`config.mk`:
```
export PLATFORM = sky130hd
export DESIGN_NAME = adc_ofs_pager
export DESIGN_NICKNAME = d
export VERILOG_FILES = /design/src/rtl/ofs_pkg.sv /design/src/rtl/ofs_page_reg.sv /design/src/rtl/ofs_bank.sv /design/src/rtl/ofs_sat_add.sv /design/src/rtl/adc_ofs_pager.sv
export SDC_FILE = /design/constraint.sdc
export NUM_CORES = 1
export LEC_CHECK = 0
export BUFFER_PORTS_ARGS = -buffer_cell sky130_fd_sc_hd__buf_2
export CAP_MARGIN = 20
export CORE_MARGIN = 2
export CORE_UTILIZATION = 51
export CTS_CLUSTER_SIZE = 40
export DETAILED_ROUTE_END_ITERATION = 8
export GPL_TIMING_DRIVEN = 1
export HOLD_SLACK_MARGIN = 0.08
export PLACE_DENSITY = 0.73
export SYNTH_ARGS = -nofsm -noshare
export SYNTH_HDL_FRONTEND = slang
export SYNTH_HIERARCHICAL = 1
export SYNTH_SLANG_ARGS = --single-unit
```
`constraint.sdc`:
```
create_clock -name clk -period 3.8 [get_ports clk]
set_input_delay 0 -clock clk [delete_from_list [all_inputs] [get_ports clk]]
set_output_delay 0 -clock clk [all_outputs]
set_load 0.005 [all_outputs]
```
`src/rtl/ofs_pkg.sv`:
```
package ofs_pkg;

   // Which channel the shared offset register currently targets
   typedef enum logic [1:0] {
      PG_NONE = 2'd0,
      PG_I    = 2'd1,
      PG_Q    = 2'd2
   } page_e;

   localparam int unsigned CH_I = 0;
   localparam int unsigned CH_Q = 1;
   localparam int unsigned N_CH = 2;

   // Turn a byte written to the page register into a page
   function automatic page_e page_decode(input logic [7:0] v);
      page_e p;
      case (v)
         8'h01:   p = PG_I;
         8'h02:   p = PG_Q;
         default: p = PG_NONE;
      endcase
      return p;
   endfunction

   // Channel index paged in by p (only valid when p != PG_NONE)
   function automatic int unsigned page_to_ch(input page_e p);
      return (p == PG_Q) ? CH_Q : CH_I;
   endfunction

endpackage

```
`src/rtl/ofs_page_reg.sv`:
```
module ofs_page_reg
   import ofs_pkg::*;
#(
   parameter int DATA_W = 8
) (
   input  logic              clk,
   input  logic              rst_n,
   input  logic              pg_we,
   input  logic [DATA_W-1:0] pg_data,
   output page_e             page,
   output logic [N_CH-1:0]   page_hit
);

   if (DATA_W < 8) begin : g_bad_w
      $error("ofs_page_reg: DATA_W must be at least 8");
   end

   page_e page_q;

   always_ff @(posedge clk or negedge rst_n) begin
      if (!rst_n)
         page_q <= PG_NONE;
      else if (pg_we)
         page_q <= page_decode(pg_data[7:0]);
   end

   // One-hot channel select; all zero when nothing is paged in
   for (genvar c = 0; c < N_CH; c++) begin : g_hit
      assign page_hit[c] = (page_q != PG_NONE) && (page_to_ch(page_q) == c);
   end

   assign page = page_q;

endmodule

```
`src/rtl/ofs_bank.sv`:
```
module ofs_bank
   import ofs_pkg::*;
#(
   parameter int OFS_W  = 6,
   parameter int DATA_W = 8
) (
   input  logic                        clk,
   input  logic                        rst_n,
   input  logic                        stage_we,
   input  logic [N_CH-1:0]             stage_hit,
   input  logic [DATA_W-1:0]           stage_data,
   input  logic                        commit,
   output logic [N_CH-1:0][OFS_W-1:0]  shadow,
   output logic [N_CH-1:0][OFS_W-1:0]  live
);

   if (OFS_W > DATA_W) begin : g_bad_w
      $error("ofs_bank: OFS_W must not exceed DATA_W");
   end

   logic [N_CH-1:0][OFS_W-1:0] shd_q;
   logic [N_CH-1:0][OFS_W-1:0] act_q;

   for (genvar c = 0; c < N_CH; c++) begin : g_ch
      // Staging copy: only the paged channel takes the low OFS_W bits
      always_ff @(posedge clk or negedge rst_n) begin
         if (!rst_n)
            shd_q[c] <= '0;
         else if (stage_we && stage_hit[c])
            shd_q[c] <= stage_data[OFS_W-1:0];
      end

      // Live copy: all channels move together on a commit
      always_ff @(posedge clk or negedge rst_n) begin
         if (!rst_n)
            act_q[c] <= '0;
         else if (commit)
            act_q[c] <= shd_q[c];
      end
   end

   assign shadow = shd_q;
   assign live   = act_q;

endmodule

```
`src/rtl/ofs_sat_add.sv`:
```
module ofs_sat_add #(
   parameter int SAMPLE_W = 10,
   parameter int OFS_W    = 6,
   parameter bit SATURATE = 1'b1
) (
   input  logic                clk,
   input  logic                rst_n,
   input  logic [SAMPLE_W-1:0] smp_in,
   input  logic [OFS_W-1:0]    ofs,
   output logic [SAMPLE_W-1:0] smp_out
);

   localparam int SUM_W = SAMPLE_W + 1;
   localparam logic signed [SUM_W-1:0] MAX_V = SUM_W'((1 << (SAMPLE_W-1)) - 1);
   localparam logic signed [SUM_W-1:0] MIN_V = -SUM_W'(1 << (SAMPLE_W-1));

   if (OFS_W >= SAMPLE_W) begin : g_bad_w
      $error("ofs_sat_add: OFS_W must be narrower than SAMPLE_W");
   end

   logic signed [SUM_W-1:0]    sum;
   logic        [SAMPLE_W-1:0] res;

   always_comb begin
      sum = $signed({smp_in[SAMPLE_W-1], smp_in})
          + $signed({{(SUM_W-OFS_W){ofs[OFS_W-1]}}, ofs});
   end

   if (SATURATE) begin : g_sat
      always_comb begin
         if (sum > MAX_V)
            res = MAX_V[SAMPLE_W-1:0];
         else if (sum < MIN_V)
            res = MIN_V[SAMPLE_W-1:0];
         else
            res = sum[SAMPLE_W-1:0];
      end
   end else begin : g_wrap
      always_comb res = sum[SAMPLE_W-1:0];
   end

   always_ff @(posedge clk or negedge rst_n) begin
      if (!rst_n)
         smp_out <= '0;
      else
         smp_out <= res;
   end

endmodule

```
`src/rtl/adc_ofs_pager.sv`:
```
module adc_ofs_pager
   import ofs_pkg::*;
#(
   parameter int          SAMPLE_W = 10,
   parameter int          OFS_W    = 6,
   parameter int          ADDR_W   = 8,
   parameter int          DATA_W   = 8,
   parameter logic [7:0]  PAGE_ADR = 8'h05,
   parameter logic [7:0]  OFS_ADR  = 8'h10,
   parameter logic [7:0]  UPD_ADR  = 8'hFF,
   parameter bit          SATURATE = 1'b1
) (
   input  logic                clk,
   input  logic                rst_n,
   input  logic                wr_en,
   input  logic [ADDR_W-1:0]   wr_addr,
   input  logic [DATA_W-1:0]   wr_data,
   input  logic [SAMPLE_W-1:0] i_in,
   input  logic [SAMPLE_W-1:0] q_in,
   output logic [SAMPLE_W-1:0] i_out,
   output logic [SAMPLE_W-1:0] q_out
);

   if (ADDR_W < 8) begin : g_bad_a
      $error("adc_ofs_pager: ADDR_W must be at least 8");
   end

   logic                        pg_we, stage_we, commit;
   page_e                       page;
   logic [N_CH-1:0]             page_hit;
   logic [N_CH-1:0][OFS_W-1:0]  shd_ofs;
   logic [N_CH-1:0][OFS_W-1:0]  act_ofs;
   logic [N_CH-1:0][SAMPLE_W-1:0] smp_in, smp_out;

   // Address decode; the commit is a one-cycle strobe, so it clears itself
   assign pg_we    = wr_en && (wr_addr == ADDR_W'(PAGE_ADR));
   assign stage_we = wr_en && (wr_addr == ADDR_W'(OFS_ADR));
   assign commit   = wr_en && (wr_addr == ADDR_W'(UPD_ADR)) && wr_data[0];

   ofs_page_reg #(.DATA_W(DATA_W)) i_page (
      .clk      (clk),
      .rst_n    (rst_n),
      .pg_we    (pg_we),
      .pg_data  (wr_data),
      .page     (page),
      .page_hit (page_hit)
   );

   ofs_bank #(.OFS_W(OFS_W), .DATA_W(DATA_W)) i_bank (
      .clk        (clk),
      .rst_n      (rst_n),
      .stage_we   (stage_we),
      .stage_hit  (page_hit),
      .stage_data (wr_data),
      .commit     (commit),
      .shadow     (shd_ofs),
      .live       (act_ofs)
   );

   assign smp_in[CH_I] = i_in;
   assign smp_in[CH_Q] = q_in;

   for (genvar c = 0; c < N_CH; c++) begin : g_path
      ofs_sat_add #(
         .SAMPLE_W (SAMPLE_W),
         .OFS_W    (OFS_W),
         .SATURATE (SATURATE)
      ) i_add (
         .clk     (clk),
         .rst_n   (rst_n),
         .smp_in  (smp_in[c]),
         .ofs     (act_ofs[c]),
         .smp_out (smp_out[c])
      );
   end

   assign i_out = smp_out[CH_I];
   assign q_out = smp_out[CH_Q];

endmodule

```
Word level (Yosys, flattened, before mapping) --
Cells that the tools add are included.
Word-level totals: input port bits 39, output and inout bits 20, register bits 46, word-level logic and storage cells 36
Cells by class: equality and inequality tests 7, multiplexer cells 6, reductions and logical operators 10, add/subtract/negate cells 2, $lt $le $gt $ge 4
Operators with widths (number):
- 2-to-1 mux 10 bit | 4
- == test 32 x 1 -> 1 bit (second input constant) | 1
- zero test 32 bit | 1
- adder 10 x 6 -> 11 bit | 2
- > comparator 11 x 10 -> 1 bit (second input constant) | 2
- < comparator 11 x 10 -> 1 bit (second input constant) | 2
- == test 8 x 1 -> 1 bit (second input constant) | 1
- == test 8 x 2 -> 1 bit (second input constant) | 1
- == test 8 x 3 -> 1 bit (second input constant) | 1
- == test 8 x 5 -> 1 bit (second input constant) | 1
- == test 8 bit (second input constant) | 1
- logical AND 1 bit | 8
- one-hot mux 2 bit (2 select lines) | 1
- == test 2 bit (second input constant) | 1
- nonzero test 2 bit | 1
- 2-to-1 mux 1 bit | 1

Logic depth before layout (Yosys ltp) --
depth in word-level cells 5, depth in mapped cells 10, mapped depth without buffers 9

By module --
The synthesis kept the hierarchy.
Modules (own cells, without submodules):
- ofs_sat_add (g_path[1].i_add) | area each 948.4 um2, cells an instance 107, seq. area each 250.2 um2, times used 1
- ofs_bank | area each 889.6 um2, cells an instance 51, seq. area each 600.6 um2, times used 1
- ofs_sat_add (g_path[0].i_add) | area each 759.5 um2, cells an instance 78, seq. area each 250.2 um2, times used 1
- ofs_page_reg | area each 115.1 um2, cells an instance 12, seq. area each 50.0 um2, times used 1
- adc_ofs_pager | area each 61.3 um2, cells an instance 8, seq. area each 0.0 um2, times used 1

Least setup slack after synthesis --
OpenSTA, ideal clock, no wires.
path kind register to register, start register i_bank.act_q, in the netlist i_bank/live[6], end register g_path[1].i_add.smp_out[4], clock period less this slack 2.243 ns, data arrival time 2.117 ns, library setup time 0.126 ns, data required time 3.674 ns, buffers on the path 0, stages on the path, launching flop included 10, path slack 1.557 ns, cells stage by stage dfrtp_1 > ha_1 > inv_1 > fa_1 > nor2b_4 > o211ai_2 > a32oi_2 > a21o_1 > maj3_2 > a221o_1
Between the ends: longest elaborated chain between the ends 4, elaborated cells on any way between the ends 5, those cells by class add/sub (1); order compare (2); mux (2)
RTL lines:
- start: declaration | line ofs_bank.sv:22 | logic [N_CH-1:0][OFS_W-1:0] act_q;
- start signal: indexed assignment | line ofs_bank.sv:38 | act_q[c] <= shd_q[c];
- adder 10 x 6 -> 11 bit (*) | line ofs_sat_add.sv:26 | + $signed({{(SUM_W-OFS_W){ofs[OFS_W-1]}}, ofs});
- < comparator 11 x 10 -> 1 bit | line ofs_sat_add.sv:33 | else if (sum < MIN_V)
- 2-to-1 mux 10 bit | line ofs_sat_add.sv:33
- 2-to-1 mux 10 bit (*) | line ofs_sat_add.sv:31 | if (sum > MAX_V)
- via g_path[1].i_add.res[4] | line ofs_sat_add.sv:22 | logic [SAMPLE_W-1:0] res;
- end signal: assignment | line ofs_sat_add.sv:46 | smp_out <= res;
- end: declaration | line ofs_sat_add.sv:10 | output logic [SAMPLE_W-1:0] smp_out
The timed path passes the listed nets; every way through them passes the cells marked *. A chain may end at the register's enable or synchronous reset.

Worst setup path after layout --
start register i_bank.act_q, in the netlist i_bank/live[10], end register g_path[1].i_add.smp_out[2]
The elaborated chain is that of the path after synthesis.

==> impl_metrics.yaml <==
route:
  drtAntennaViolNets: 0
  dr.pass1.iters: 4
  viasPerCell: 5.43
  route.detailed.drc: 0
  drt_iter0_drc: 94
  drt-total-wl_um: 5260
  vias: 2145
  wl_per_cell_um: 13.3
worst_setup_path:
  cpPeakStageDelay_ns: 0.78
  rrSetupSlack_ns: 1.0
  critical-path-top-delay-family: "compound AO/OA/AOI/OAI gates"
  cp_max_fo: 14
  worst_ep_arrival_time_ns: 2.97
  cpMaxStageDelayCell: "a221oi_2"
  start_kind: "flop"
  crit_buf_inv: 0
  r2r-start: "i_bank/live[10]"
  r2r-end: "g_path[1].i_add/smp_out[2]"
  reg2reg_depth: 7
  path_class: "reg2reg"
  cp-end-kind: "flop"
  worstPathCellList: "ha_1 > a21oi_1 > o21ai_1 > a221oi_2 > nor2_1 > a221oi_1 > o21ai_0"
  crit_required_ns: 3.97
timing:
  finalMaxSlewViolations: 0
  setup_slack_ns: 0.999
  period_needed_ns: 2.80
  period_share_pct: 73.7
  rsz0062_at_grt: "no"
  hold_violations: 0
  maxSlewHeadroom_pct: 36.6
  worst_slew_pin_slew_ns: 0.951
  fin_tns_setup_ns: 0
  max_freq_mhz: 357
  setup_viol: 0
  clock_skew_ns: 0.00441
power:
  power_density_nw_per_um2: 298
  leakage_nw: 1.62
  vdd_drop_max_mv: 0.201
placement:
  globalplace.congestion: 0.834
  dp_hpwl_um: 4030
  numPortBuffers: 58
  pre_cts_slack_ns: 1.11
run:
  drv_cap: 0
logic_synthesis:
  ys_ff_latch: 46
  synth_xor_area_share_pct: 3.79
  synth_fa_ha_area_share_pct: 11.6
  synthFlopType: "dfrtp_1"
  ys_seq_area_share_pct: 41.5
  synthDistinctLibCells: 59
  mappedNetlistArea_um2: 2770
  syn-num-nets: 317
  synth_warnings: 6
  synth_top_family_by_area: "compound AO/OA/AOI/OAI gates"
  synthSimpleGateAreaFrac_pct: 11.1
  syn_area_per_cell_um2: 10.8
  synth_mux_area_share_pct: 9.74
  synth-edff-count: 0
  async_flop_share_pct: 100
  syn-instance-count: 256
  synth_compound_area_share_pct: 18.8
grt:
  overflow: 0
  grt_usage_pct: 18.9
  grt_antenna_before_repair: 0
  grt_max_degree: 47
  grt_pass1_vias: 2091
  grt_pass1_wl_um: 9240
floorplanning:
  rows: 26
  die_h_um: 77.8
  coreArea_um2: 5170
  die_width_um: 77.8
  pin_count: 59
  die_area_um2: 6050
  initial_core_util_pct: 53.6
min_path:
  hp-class: "in2reg"
  holdPathEnd: "g_path[0].i_add/smp_out[0]"
  min_from: "i_in[0]"
  hold_path_depth: 4
run_status:
  outcome: "finished, final reports clean"
cts:
  cts_buffers: 5
  h-tree-depth: 2
  cts_tree: "built"
  ctsResizeCount: 0
  cts.sinks: 46
  clk_pin_slew_ns: 0.08
  cts_setup_buffers: 0
  clockBufferDepth: 2
  clockRootBuffer: "clkbuf_8"
  ctsHoldBuffers: 9
  clock_latency_ns: 0.29
cells_and_area:
  nNetsFinal: 386
  n_fill_cell: 419
  diodes: 0
  syn2layout_area_growth_pct: 20.0
  drive_gt1_share_pct: 32.0
-- through the flow --
stage	util (%)	std cells	hold slack, ns	area, um^2	power [mW]
after floorplan	-	256	-0.296	2770	0.579
after global placement	60.4	379	0.211	3130	0.637
after detailed placement	60.4	379	0.205	3130	0.639
after CTS	64.4	395	0.0857	3330	1.01
after global routing	64.4	395	0.0979	3330	1.04
final	64.4	395	0.0914	3330	0.993
-- layer usage --
metal | up-vias | routed length, um | track usage [%]
li1 | 1078 | - | -
met1 | 1005 | 2450 | 25.1
met2 | 57 | 2510 | 31.8
met3 | 5 | 250 | 3.37
met4 | 0 | 51 | 5.36
met5 | - | 0 | 0
-- cell families (layout without fill, tap and decap cells) --
logic type / count (synthesis) / in the layout
simple gates: 53 / 53
xor+xnor: 12 / 12
flops: 46 / 46
mux: 24 / 24
compound gates: 73 / 73
fa+ha+maj: 25 / 25
buf+inv: 23 / 92
-- state kept, by name, summed over array words and instances, names as in the netlist --
| register | flops |
|---|---|
| i_bank/shadow | 12 |
| i_bank/live | 12 |
| g_path.i_add/smp_out | 20 |
| i_page/page | 2 |
-- worst max path at each step --
stage / slack (ns) / cells after the start / to / from
after detailed placement: 1.11 / 7 / g_path[1].i_add/smp_out[2] / i_bank/live[10]
after CTS: 1.05 / 7 / g_path[1].i_add/smp_out[2] / i_bank/live[10]
final: 1.0 / 7 / g_path[1].i_add/smp_out[2] / i_bank/live[10]
after global placement: 1.23 / 7 / g_path[1].i_add/smp_out[2] / i_bank/live[10]
after global routing: 0.79 / 7 / g_path[1].i_add/smp_out[2] / i_bank/live[10]
after floorplan: 1.56 / 9 / g_path[1].i_add/smp_out[4] / i_bank/live[6]
-- cells in the final DEF (no fill, tap or decap), types with 2 or more instances in the layout --
cell            n
nand3_1         5
clkbuf_8        6
o41ai_1         2
and2_1          3
xnor2_1         6
dfrtp_1        46
nor3_1          4
o21ai_0        12
nand2_1         8
o22ai_1         5
maj3_1          2
o21a_1          3
o221ai_1        4
nor2b_1         5
mux2_2         24
nor2_1         10
dlygate4sd3_1   9
nand2b_1        4
buf_2          58
xor2_1          6
inv_1          17
a21o_1          4
fa_1            2
a211oi_2        2
ha_1           20
a21oi_1        23
o21ai_1         2
-- worst register-to-register path, stage by stage (launching register included) --
cell and delay, ns:
dfrtp_1 0.38, ha_1 0.37, a21oi_1 0.22, o21ai_1 0.16, a221oi_2 0.78, nor2_1 0.31, a221oi_1 0.34, o21ai_0 0.12
-- cells in the mapped netlist, types with 2 or more instances --
library cell	count	area share (%)
dfrtp_1	46	41
mux2_2	24	9.7
a21oi_1	23	4.1
ha_1	20	9.0
inv_1	17	2.3
o21ai_0	12	2.2
nor2_1	10	1.4
nand2_1	8	1.1
xnor2_1	6	1.9
xor2_1	6	1.9
nand3_1	5	0.90
nor2b_1	5	1.1
o22ai_1	5	1.1
a21o_1	4	1.1
nand2b_1	4	0.90
nor3_1	4	0.72
o221ai_1	4	1.3
and2_1	3	0.68
o21a_1	3	0.81
a211oi_2	2	0.90
buf_2	2	0.36
clkbuf_1	2	0.27
fa_1	2	1.4
maj3_1	2	0.72
o21ai_1	2	0.36
o41ai_1	2	0.63
-- cell type report --
type	count	area (um^2)	share of cell area, %
well taps	70	87.6	2.63
inverters	17	63.8	1.92
multi-input cells	187	1530	45.8
flip-flops and latches	46	1150	34.6
repair buffers	68	388	11.6
clock inverters	1	30.0	0.902
clock buffers	6	82.6	2.48
-- where the power goes --
part | internal (mW) | leakage, nW | switching (mW)
clock | 0.210 | 0.0573 | 0.149
combinational | 0.0594 | 0.966 | 0.0666
sequential | 0.505 | 0.596 | 0.00333
(Power assumes the default switching activity.)
